[config.mk]
export PLATFORM = sky130hd
export DESIGN_NAME = bfx_unit
export DESIGN_NICKNAME = d
export VERILOG_FILES = /design/src/rtl/bfx_pkg.sv /design/src/rtl/bfx_field.sv /design/src/rtl/bfx_scalar_path.sv /design/src/rtl/bfx_vector_path.sv /design/src/rtl/bfx_unit.sv
export SDC_FILE = /design/constraint.sdc
export NUM_CORES = 1
export LEC_CHECK = 0
export ABC_AREA = 1
export BUFFER_PORTS_ARGS = -buffer_cell sky130_fd_sc_hd__clkbuf_2
export CORE_AREA = 2 2 267 269
export CTS_CLUSTER_SIZE = 30
export DETAILED_ROUTE_END_ITERATION = 6
export DIE_AREA = 0 0 269 271
export GPL_TIMING_DRIVEN = 0
export PLACE_DENSITY = 0.61
export SLEW_MARGIN = 20
export SYNTH_ARGS = -nofsm -noshare
export SYNTH_HDL_FRONTEND = slang
export SYNTH_SLANG_ARGS = --single-unit
[constraint.sdc]
create_clock -name clk -period 3.6 [get_ports clk]
set_input_delay 0.36 -clock clk [delete_from_list [all_inputs] [get_ports clk]]
set_output_delay 0.36 -clock clk [all_outputs]
set_load 0.02 [all_outputs]
[src/rtl/bfx_pkg.sv]
package bfx_pkg;
  localparam int NARROW_W = 32;
  localparam int WIDE_W   = 64;
  localparam int CTRL_W   = 32;

  typedef enum logic [1:0] {
    BFX_S32 = 2'd0,
    BFX_S64 = 2'd1,
    BFX_VEC = 2'd2,
    BFX_NOP = 2'd3
  } bfx_mode_e;
endpackage

[src/rtl/bfx_field.sv]
module bfx_field #(
  parameter int DW   = 32,
  parameter int OFFW = 5,
  parameter int WIDW = 7
) (
  input  logic [DW-1:0]   src,
  input  logic [OFFW-1:0] off,
  input  logic [WIDW-1:0] wid,
  input  logic            sgn,
  output logic [DW-1:0]   res
);
  logic [DW-1:0] shifted;
  logic [DW-1:0] keep;
  logic [DW-1:0] top_bit;
  logic          neg;
  logic          full;

  always_comb begin
    shifted = src >> off;
    full    = (int'(wid) >= DW);
    if (wid == '0)   keep = '0;
    else if (full)   keep = '1;
    else             keep = ~({DW{1'b1}} << wid);
    top_bit = keep ^ (keep >> 1);
    neg     = sgn && (|(shifted & top_bit));
    res     = (shifted & keep) | (neg ? ~keep : '0);
  end


  always_comb begin
    if (wid == '0) zero_width_chk: assert (res == '0);
  end
endmodule

[src/rtl/bfx_scalar_path.sv]
module bfx_scalar_path
  import bfx_pkg::*;
(
  input  logic [WIDE_W-1:0] src,
  input  logic [CTRL_W-1:0] ctrl,
  input  logic              is_wide,
  input  logic              sgn,
  output logic [WIDE_W-1:0] res,
  output logic              nonzero
);
  localparam int NOFF = $clog2(NARROW_W);
  localparam int WOFF = $clog2(WIDE_W);
  localparam int WIDF = 7;
  localparam int WLO  = 16;

  logic [NARROW_W-1:0] r_narrow;
  logic [WIDE_W-1:0]   r_wide;
  logic                unused_ctrl;

  assign unused_ctrl = ^{ctrl[CTRL_W-1:WLO+WIDF], ctrl[WLO-1:WOFF]};

  bfx_field #(.DW(NARROW_W), .OFFW(NOFF), .WIDW(WIDF)) u_narrow (
    .src(src[NARROW_W-1:0]), .off(ctrl[NOFF-1:0]),
    .wid(ctrl[WLO+WIDF-1:WLO]), .sgn(sgn), .res(r_narrow)
  );

  bfx_field #(.DW(WIDE_W), .OFFW(WOFF), .WIDW(WIDF)) u_wide (
    .src(src), .off(ctrl[WOFF-1:0]),
    .wid(ctrl[WLO+WIDF-1:WLO]), .sgn(sgn), .res(r_wide)
  );

  always_comb begin
    res     = is_wide ? r_wide : {{(WIDE_W-NARROW_W){1'b0}}, r_narrow};
    nonzero = |res;
  end
endmodule

[src/rtl/bfx_vector_path.sv]
module bfx_vector_path
  import bfx_pkg::*;
#(
  parameter int LANES = 4
) (
  input  logic [LANES*NARROW_W-1:0] vsrc,
  input  logic [LANES*NARROW_W-1:0] voff,
  input  logic [LANES*NARROW_W-1:0] vwid,
  input  logic                      sgn,
  output logic [LANES*NARROW_W-1:0] vres
);
  localparam int FW = $clog2(NARROW_W);

  for (genvar i = 0; i < LANES; i++) begin : g_lane
    logic unused_hi;
    assign unused_hi = ^{voff[i*NARROW_W+FW +: NARROW_W-FW],
                         vwid[i*NARROW_W+FW +: NARROW_W-FW]};
    bfx_field #(.DW(NARROW_W), .OFFW(FW), .WIDW(FW)) u_lane (
      .src(vsrc[i*NARROW_W +: NARROW_W]),
      .off(voff[i*NARROW_W +: FW]),
      .wid(vwid[i*NARROW_W +: FW]),
      .sgn(sgn),
      .res(vres[i*NARROW_W +: NARROW_W])
    );
  end
endmodule

[src/rtl/bfx_unit.sv]
module bfx_unit
  import bfx_pkg::*;
#(
  parameter int LANES = 4
) (
  input  logic                      clk,
  input  logic                      rst,
  input  logic                      in_valid,
  output logic                      in_ready,
  input  logic [1:0]                in_mode,
  input  logic                      in_signed,
  input  logic [63:0]               in_src,
  input  logic [31:0]               in_ctrl,
  input  logic [LANES*32-1:0]       in_vsrc,
  input  logic [LANES*32-1:0]       in_voff,
  input  logic [LANES*32-1:0]       in_vwid,
  input  logic [LANES-1:0]          in_exec,
  output logic                      out_valid,
  input  logic                      out_ready,
  output logic [1:0]                out_mode,
  output logic [63:0]               out_sdata,
  output logic                      out_scc,
  output logic [LANES*32-1:0]       out_vdata
);
  localparam int VBITS = LANES * NARROW_W;

  bfx_mode_e        mode;
  logic             fire;
  logic [63:0]      s_res;
  logic             s_nz;
  logic [VBITS-1:0] v_res;

  assign mode     = bfx_mode_e'(in_mode);
  assign in_ready = !out_valid || out_ready;
  assign fire     = in_valid && in_ready;

  bfx_scalar_path u_scalar (
    .src(in_src), .ctrl(in_ctrl), .is_wide(mode == BFX_S64),
    .sgn(in_signed), .res(s_res), .nonzero(s_nz)
  );

  bfx_vector_path #(.LANES(LANES)) u_vector (
    .vsrc(in_vsrc), .voff(in_voff), .vwid(in_vwid),
    .sgn(in_signed), .vres(v_res)
  );

  always_ff @(posedge clk) begin
    if (rst) begin
      out_valid <= 1'b0;
      out_mode  <= 2'd0;
      out_sdata <= '0;
      out_scc   <= 1'b0;
      out_vdata <= '0;
    end else begin
      if (in_ready) out_valid <= in_valid;
      if (fire) begin
        out_mode <= in_mode;
        unique case (mode)
          BFX_S32, BFX_S64: begin
            out_sdata <= s_res;
            out_scc   <= s_nz;
          end
          BFX_VEC: begin
            for (int i = 0; i < LANES; i++)
              if (in_exec[i]) out_vdata[i*NARROW_W +: NARROW_W] <= v_res[i*NARROW_W +: NARROW_W];
          end
          default: ;
        endcase
      end
    end
  end


  stall_hold_chk: assert property (@(posedge clk) disable iff (rst)
    out_valid && !out_ready |=> out_valid && $stable(out_sdata) && $stable(out_vdata) && $stable(out_scc));


  accept_chk: assert property (@(posedge clk) disable iff (rst)
    in_valid && in_ready |=> out_valid && out_mode == $past(in_mode));


  scc_chk: assert property (@(posedge clk) disable iff (rst)
    out_valid && (out_mode == BFX_S32 || out_mode == BFX_S64) |-> out_scc == (out_sdata != '0));


  s32_upper_chk: assert property (@(posedge clk) disable iff (rst)
    out_valid && out_mode == BFX_S32 |-> out_sdata[63:32] == '0);


  nop_keep_chk: assert property (@(posedge clk) disable iff (rst)
    in_valid && in_ready && in_mode == BFX_NOP |=> $stable(out_sdata) && $stable(out_vdata) && $stable(out_scc));

  for (genvar i = 0; i < LANES; i++) begin : g_lane_chk

    lane_keep_chk: assert property (@(posedge clk) disable iff (rst)
      in_valid && in_ready && (in_mode != BFX_VEC || !in_exec[i])
        |=> $stable(out_vdata[i*NARROW_W +: NARROW_W]));
  end
endmodule

* Word level (Yosys, flattened, before mapping) *
Cells that the tools add are included.

operators by class
  mux-type cells = 15
  bitwise gates (word level) = 36
  eq/ne operators = 2
  reductions and logical operators = 28
  order comparisons = 2
  shifts and indexed selects = 12

operators with widths
  cell                   number
  $mux 32                11
  $and 32x32->32         10
  $not 32->32            10
  $mux 64                4
  $or 32x32->32          5
  $reduce_or 32->1       5
  $shr 32x5->32          5
  $xor 32x31->32         5
  $and 64x64->64         2
  $not 64->64            2
  $reduce_or 64->1       2
  $shl 32x5->32 const A  4
  $or 64x64->64          1
  $shl 64x7->64 const A  1
  $shr 64x6->64          1
  $xor 64x63->64         1
  $shl 32x7->32 const A  1
  $logic_not 5->1        4
  $reduce_and 3->1       4
  $ge 7x6->1 const B     1
  $ge 7x7->1 const B     1
  $logic_and 1x1->1      7
  $logic_not 7->1        1
  $eq 2x1->1 const B     1
  other kinds (6)        6

word-level totals
  input bits = 491
  word-level logic and storage cells = 103
  output and inout bits = 197
  flip-flop bits (word level) = 196

* Logic depth before layout (Yosys ltp) *
  depth after elaboration = 12
  gate-level depth with buffers = 31
  gate-level depth less buffers = 29

* Cells and area by module *
A second synthesis with hierarchy kept.

unflattened totals
  cells, all modules = 6028
  area total of the unflattened synthesis = 29264.3 sq um

modules (own cells, without submodules)
  module                                     instances  cells each  area an instance (sq um)  seq. area each (sq um)
  bfx_field (u_vector.g_lane[0].u_lane ...)  4          612         2676.3                    0.0
  bfx_unit                                   1          1267        8185.4                    3923.8
  bfx_field (u_scalar.u_wide)                1          1378        6302.3                    0.0
  bfx_field (u_scalar.u_narrow)              1          641         2879.0                    0.0
  bfx_scalar_path                            1          294         1192.4                    0.0

* Worst setup path before layout *
OpenSTA, ideal clock, no wires.

  kind = input-to-reg
  from = in in_ctrl[21]
  to = reg out_scc
  data required time = 3.483 ns
  setup slack = 0.828 ns
  path buffers = 4
  arrival = 2.655 ns
  library setup time = 0.117 ns
  stages = 25
  cell sequence = buf_4 -> nor2_8 -> inv_2 -> buf_2 -> buf_4 -> nor2_4 -> inv_1 -> nand2_1 -> nand3b_1 -> nand2_1 -> nor2_1 -> nand2_1 -> nor2_2 -> nand3_4 -> nand2_8 -> buf_6 -> nand2_1 -> nand2_1 -> nand2_1 -> nor2_1 -> nand2_1 -> nor2_1 -> nand3_1 -> nor2_1 -> nor2_1

between the ends
  longest elaborated chain between the ends = 12
  elaborated cells on any way between the ends = 29
  classes of those cells = 2 x order compare; 2 x shift; 7 x mux; 12 x bitwise; 6 x reduce/logical

ends and longest elaborated chain
  item                                                         RTL line               source
  start: declaration                                           bfx_unit.sv:13         input logic [31:0] in_ctrl,
  $shl 64x7->64 / $shl 32x7->32 (equally long branches)        bfx_field.sv:23        else keep = ~({DW{1'b1}} << wid);
  $not 64->64 / $not 32->32 (equally long branches)            bfx_field.sv:23
  $mux 64 / $mux 32 (equally long branches)                    bfx_field.sv:22        else if (full) keep = '1;
  $mux 64 / $mux 32 (equally long branches)                    bfx_field.sv:21        if (wid == '0) keep = '0;
  $xor 64x63->64 / $xor 32x31->32 (equally long branches)      bfx_field.sv:24        top_bit = keep ^ (keep >> 1);
  $and 64x64->64 / $and 32x32->32 (equally long branches)      bfx_field.sv:25        neg = sgn && (|(shifted & top_bit));
  $reduce_or 64->1 / $reduce_or 32->1 (equally long branches)  bfx_field.sv:25
  $logic_and 1x1->1                                            bfx_field.sv:25
  $mux 64 / $mux 32 (equally long branches)                    bfx_field.sv:26        res = (shifted & keep) | (neg ? ~keep : '0);
  $or 64x64->64 / $or 32x32->32 (equally long branches)        bfx_field.sv:26
  $mux 64 *                                                    bfx_scalar_path.sv:33  res = is_wide ? r_wide : {{(WIDE_W-NARROW_W){1'b0}}, r_narrow};
  $reduce_or 64->1 *                                           bfx_scalar_path.sv:34  nonzero = |res;
  end signal: assignment                                       bfx_unit.sv:61         out_scc <= s_nz;
  end: declaration                                             bfx_unit.sv:22         output logic out_scc,

Every way passes the cells marked *; elsewhere a longest branch is shown, timed or not.
A chain may end at the register's enable or synchronous reset.

* Worst setup path after layout *
  from = in in_ctrl[17]
  to = reg out_scc

Same word-level chain as after synthesis.

==> metrics.txt <==
status=finished, violations left; hpwl dp=115300 um; CTS H-Tree Depth=4; mux contribution to synthesized area=0.01367; die width=about 270 um; crit-path max FO=10; top_reg_cell synth=dfxtp_1; Fin. Hold Viols=0; Yosys warnings=0; initial antenna violation count=6; vias in the first global route=30186; Crit-path slowest cell=o21ai_0; number of flops mapped to enable cells by yosys=0; GRT Overall Usage=0.3597; placed insts=5901; DR DRC count=2; post-route insts no fill=5940; CP Launch Type=primary input; cts bufs inserted=17; Slew headroom=0.2895; Tot Pwr=a little under 8 mW; largest net degree at the start of global routing=19; Util after Layout=0.3938; RSZ-0062 raised after global routing=true; via count=approximately 34000; first-pass GRT wire length=a little under 200000 um; I/O Buffers=approximately 430; area share of the largest cell type after synthesis=0.2392; root buffer cell=clkbuf_16; GPL Wtd Cong=1.070; gr ovfl total=0; CP endpoint kind=flop; Worst-Skew Late Latency=~500 ps; syn avg cell area=approximately 5.2 sq um; fin worst setup slack=-43.18 ps; # nets final=around 5500; Max Clk Rate=roughly 270 MHz; row cnt=just under 100; CTS tree=done; die height=around 270 um; quantity of hold-fixing buffers added after cts=0; Synth area leaders=nand2_1, dfxtp_1, nand3_1; Post-Route Setup TNS=-43.18 ps; count of cell types in the netlist=between 50 and 60; Clock transition at path regs=100 ps; Core Area=69790 sq um; FFs w/ async S/R, synth=0; initial DRC count=about 3800; Net Count, Synth=roughly 5000; die area=72900 sq um; final-report setup violation count=1; HP Class=primary input to flop; Yosys reg bits=about 200; largest family of logic cells by synthesized area=simple AND/OR/NAND/NOR gates; slowest stage delay, CP=~400 ps; Req. time, crit path=between 3000 and 4000 ps; area grow syn2layout=17.30%; register area share after synthesis=0.1675; most frequent cell after synthesis=nand2_1; antenna-violating nets left=0; Leak=13.57 nW; final worst-path cycle share=1.012; Starting Density=0.3357; IO Count=about 690; worst-margin pin slew=~1100 ps; Crit path top cell by count=nand2_1; Post-synth top cells=nand2_1, nand3_1, o21ai_0; Synth Area in Adders=0; Via density=5.677; Setup CP Type=primary input to flop; final hold slack=~160 ps; max cap viols=0; Post-Syn Area=23430 sq um; fin. max-slew vios=0; fin crit period=between 3000 and 4000 ps; routed len/inst=roughly 23 um; Total Wirelength=~140000 um; layout cells sized above 1=0.1269; post-synthesis compound-gate area fraction=0.2096; failing checks=design-rule violations, negative setup slack; Power Density=just under 300 nW/um^2; FILL cells=between 8000 and 9000; Crit path max-delay family=simple AND/OR/NAND/NOR gates; Worst Path Buf+Inv=6; CP arrival=between 4000 and 5000 ps; area share of and/or/nand/nor cells after synthesis=0.4994; Syn Inst Count=4533; post-synth top area cell=nand2_1; Pre-antenna DRT Iters=7; Max clock buf depth=2; clock skew=34.54 ps; Clock Sink Count=~200; Max IR drop VDD=approximately 0.00037 V; Post-Synth XOR/XNOR Area=0
==> worst min-delay path, delay by kind of cell <==
family	cells	cell delay, ps
buffers and inverters	2	110
and+or+nand+nor	1	80
AOI/OAI and AO/OA	1	70
==> timing repair <==
action                                  4_1_cts  5_1_grt
pin swaps                                     2        1
endpoints found under the setup margin        1       54
resized for setup                            28       34
endpoints found under the hold margin         0        0
setup buffers                                 2        3
==> report_power, final <==
part	leakage (nW)	total [mW]	switching (mW)	internal, mW
clock	0.274	1.94	1.01	0.924
sequential	1.59	2.32	0.0796	2.24
combinational	11.7	3.67	2.67	0.998
total	13.6	7.92	3.76	4.17
==> cell type report <==
class | instances | area, sq um | area share
antenna | 3 | 7.507 | 0.0002732
buffer | 298 | 1349 | 0.04908
clock buffer | 18 | 439.2 | 0.01598
clock inverter | 13 | 112.6 | 0.004098
inverter | 335 | 1264 | 0.04599
multi-input combinational | 3704 | 17030 | 0.6197
sequential | 196 | 3924 | 0.1428
tap | 940 | 1176 | 0.04280
timing repair buffer | 433 | 2180 | 0.07932
==> logic make-up after synthesis <==
logic type,after synthesis
AND/OR/NAND/NOR,2767
AO/OA/AOI/OAI,905
buffers and inverters,633
flip-flops,196
multiplexers,32
==> final timing paths <==
check	slack, ps	end	cells after the start	start
min	160	out_valid	4	out_ready
min reg2reg	470	out_vdata[85]	2	out_vdata[85]
max	-40	out_scc	25	in_ctrl[17]
max reg2reg	790	out_vdata[86]	8	out_valid
==> per-layer routing <==
layer | up-vias | wire (um) | GRT usage
li1 | 16037 | - | -
met1 | 15620 | 61190 | 0.5029
met2 | 1780 | 57480 | 0.5452
met3 | 281 | 12000 | 0.05570
met4 | 2 | 6311 | 0.1485
met5 | - | 8 | 0
==> state kept, by name (all words and copies together), names as in the netlist <==
register and flops:
out_vdata 128, out_sdata 64, out_mode 2, out_scc 1, out_valid 1
==> cells in the final DEF (no fill, tap or decap), drive strengths merged, types with 2 or more instances in the layout <==
cell and instances:
clkinvlp 2, and2 7, a2111oi 2, diode 3, o221ai 6, o21a 8, a22oi 3, a221oi 5
o2111a 2, a31oi 45, o2111ai 4, clkbuf 613, mux2i 32, clkinv 18, nand3b 9, nor3 44
inv 328, a21oi 266, a22o 2, nand4 33, dfxtp 196, o211ai 30, nor4 8, a21boi 6
or2 19, o22ai 13, nand2 1494, o31ai 5, a211oi 11, a21o 2, o21ai 482, nand3 778
o41ai 2, o21bai 7, buf 136, nor2 375
==> per-stage QoR <==
step                      setup WS (ps)  area, sq um
after global placement            -1176        26740
after global routing             -121.4        27480
after CTS                         31.76        27380
after detailed placement          -1076        26740
final                            -43.18        27480
after floorplan                   828.4        23430
(Power assumes the default switching activity.)
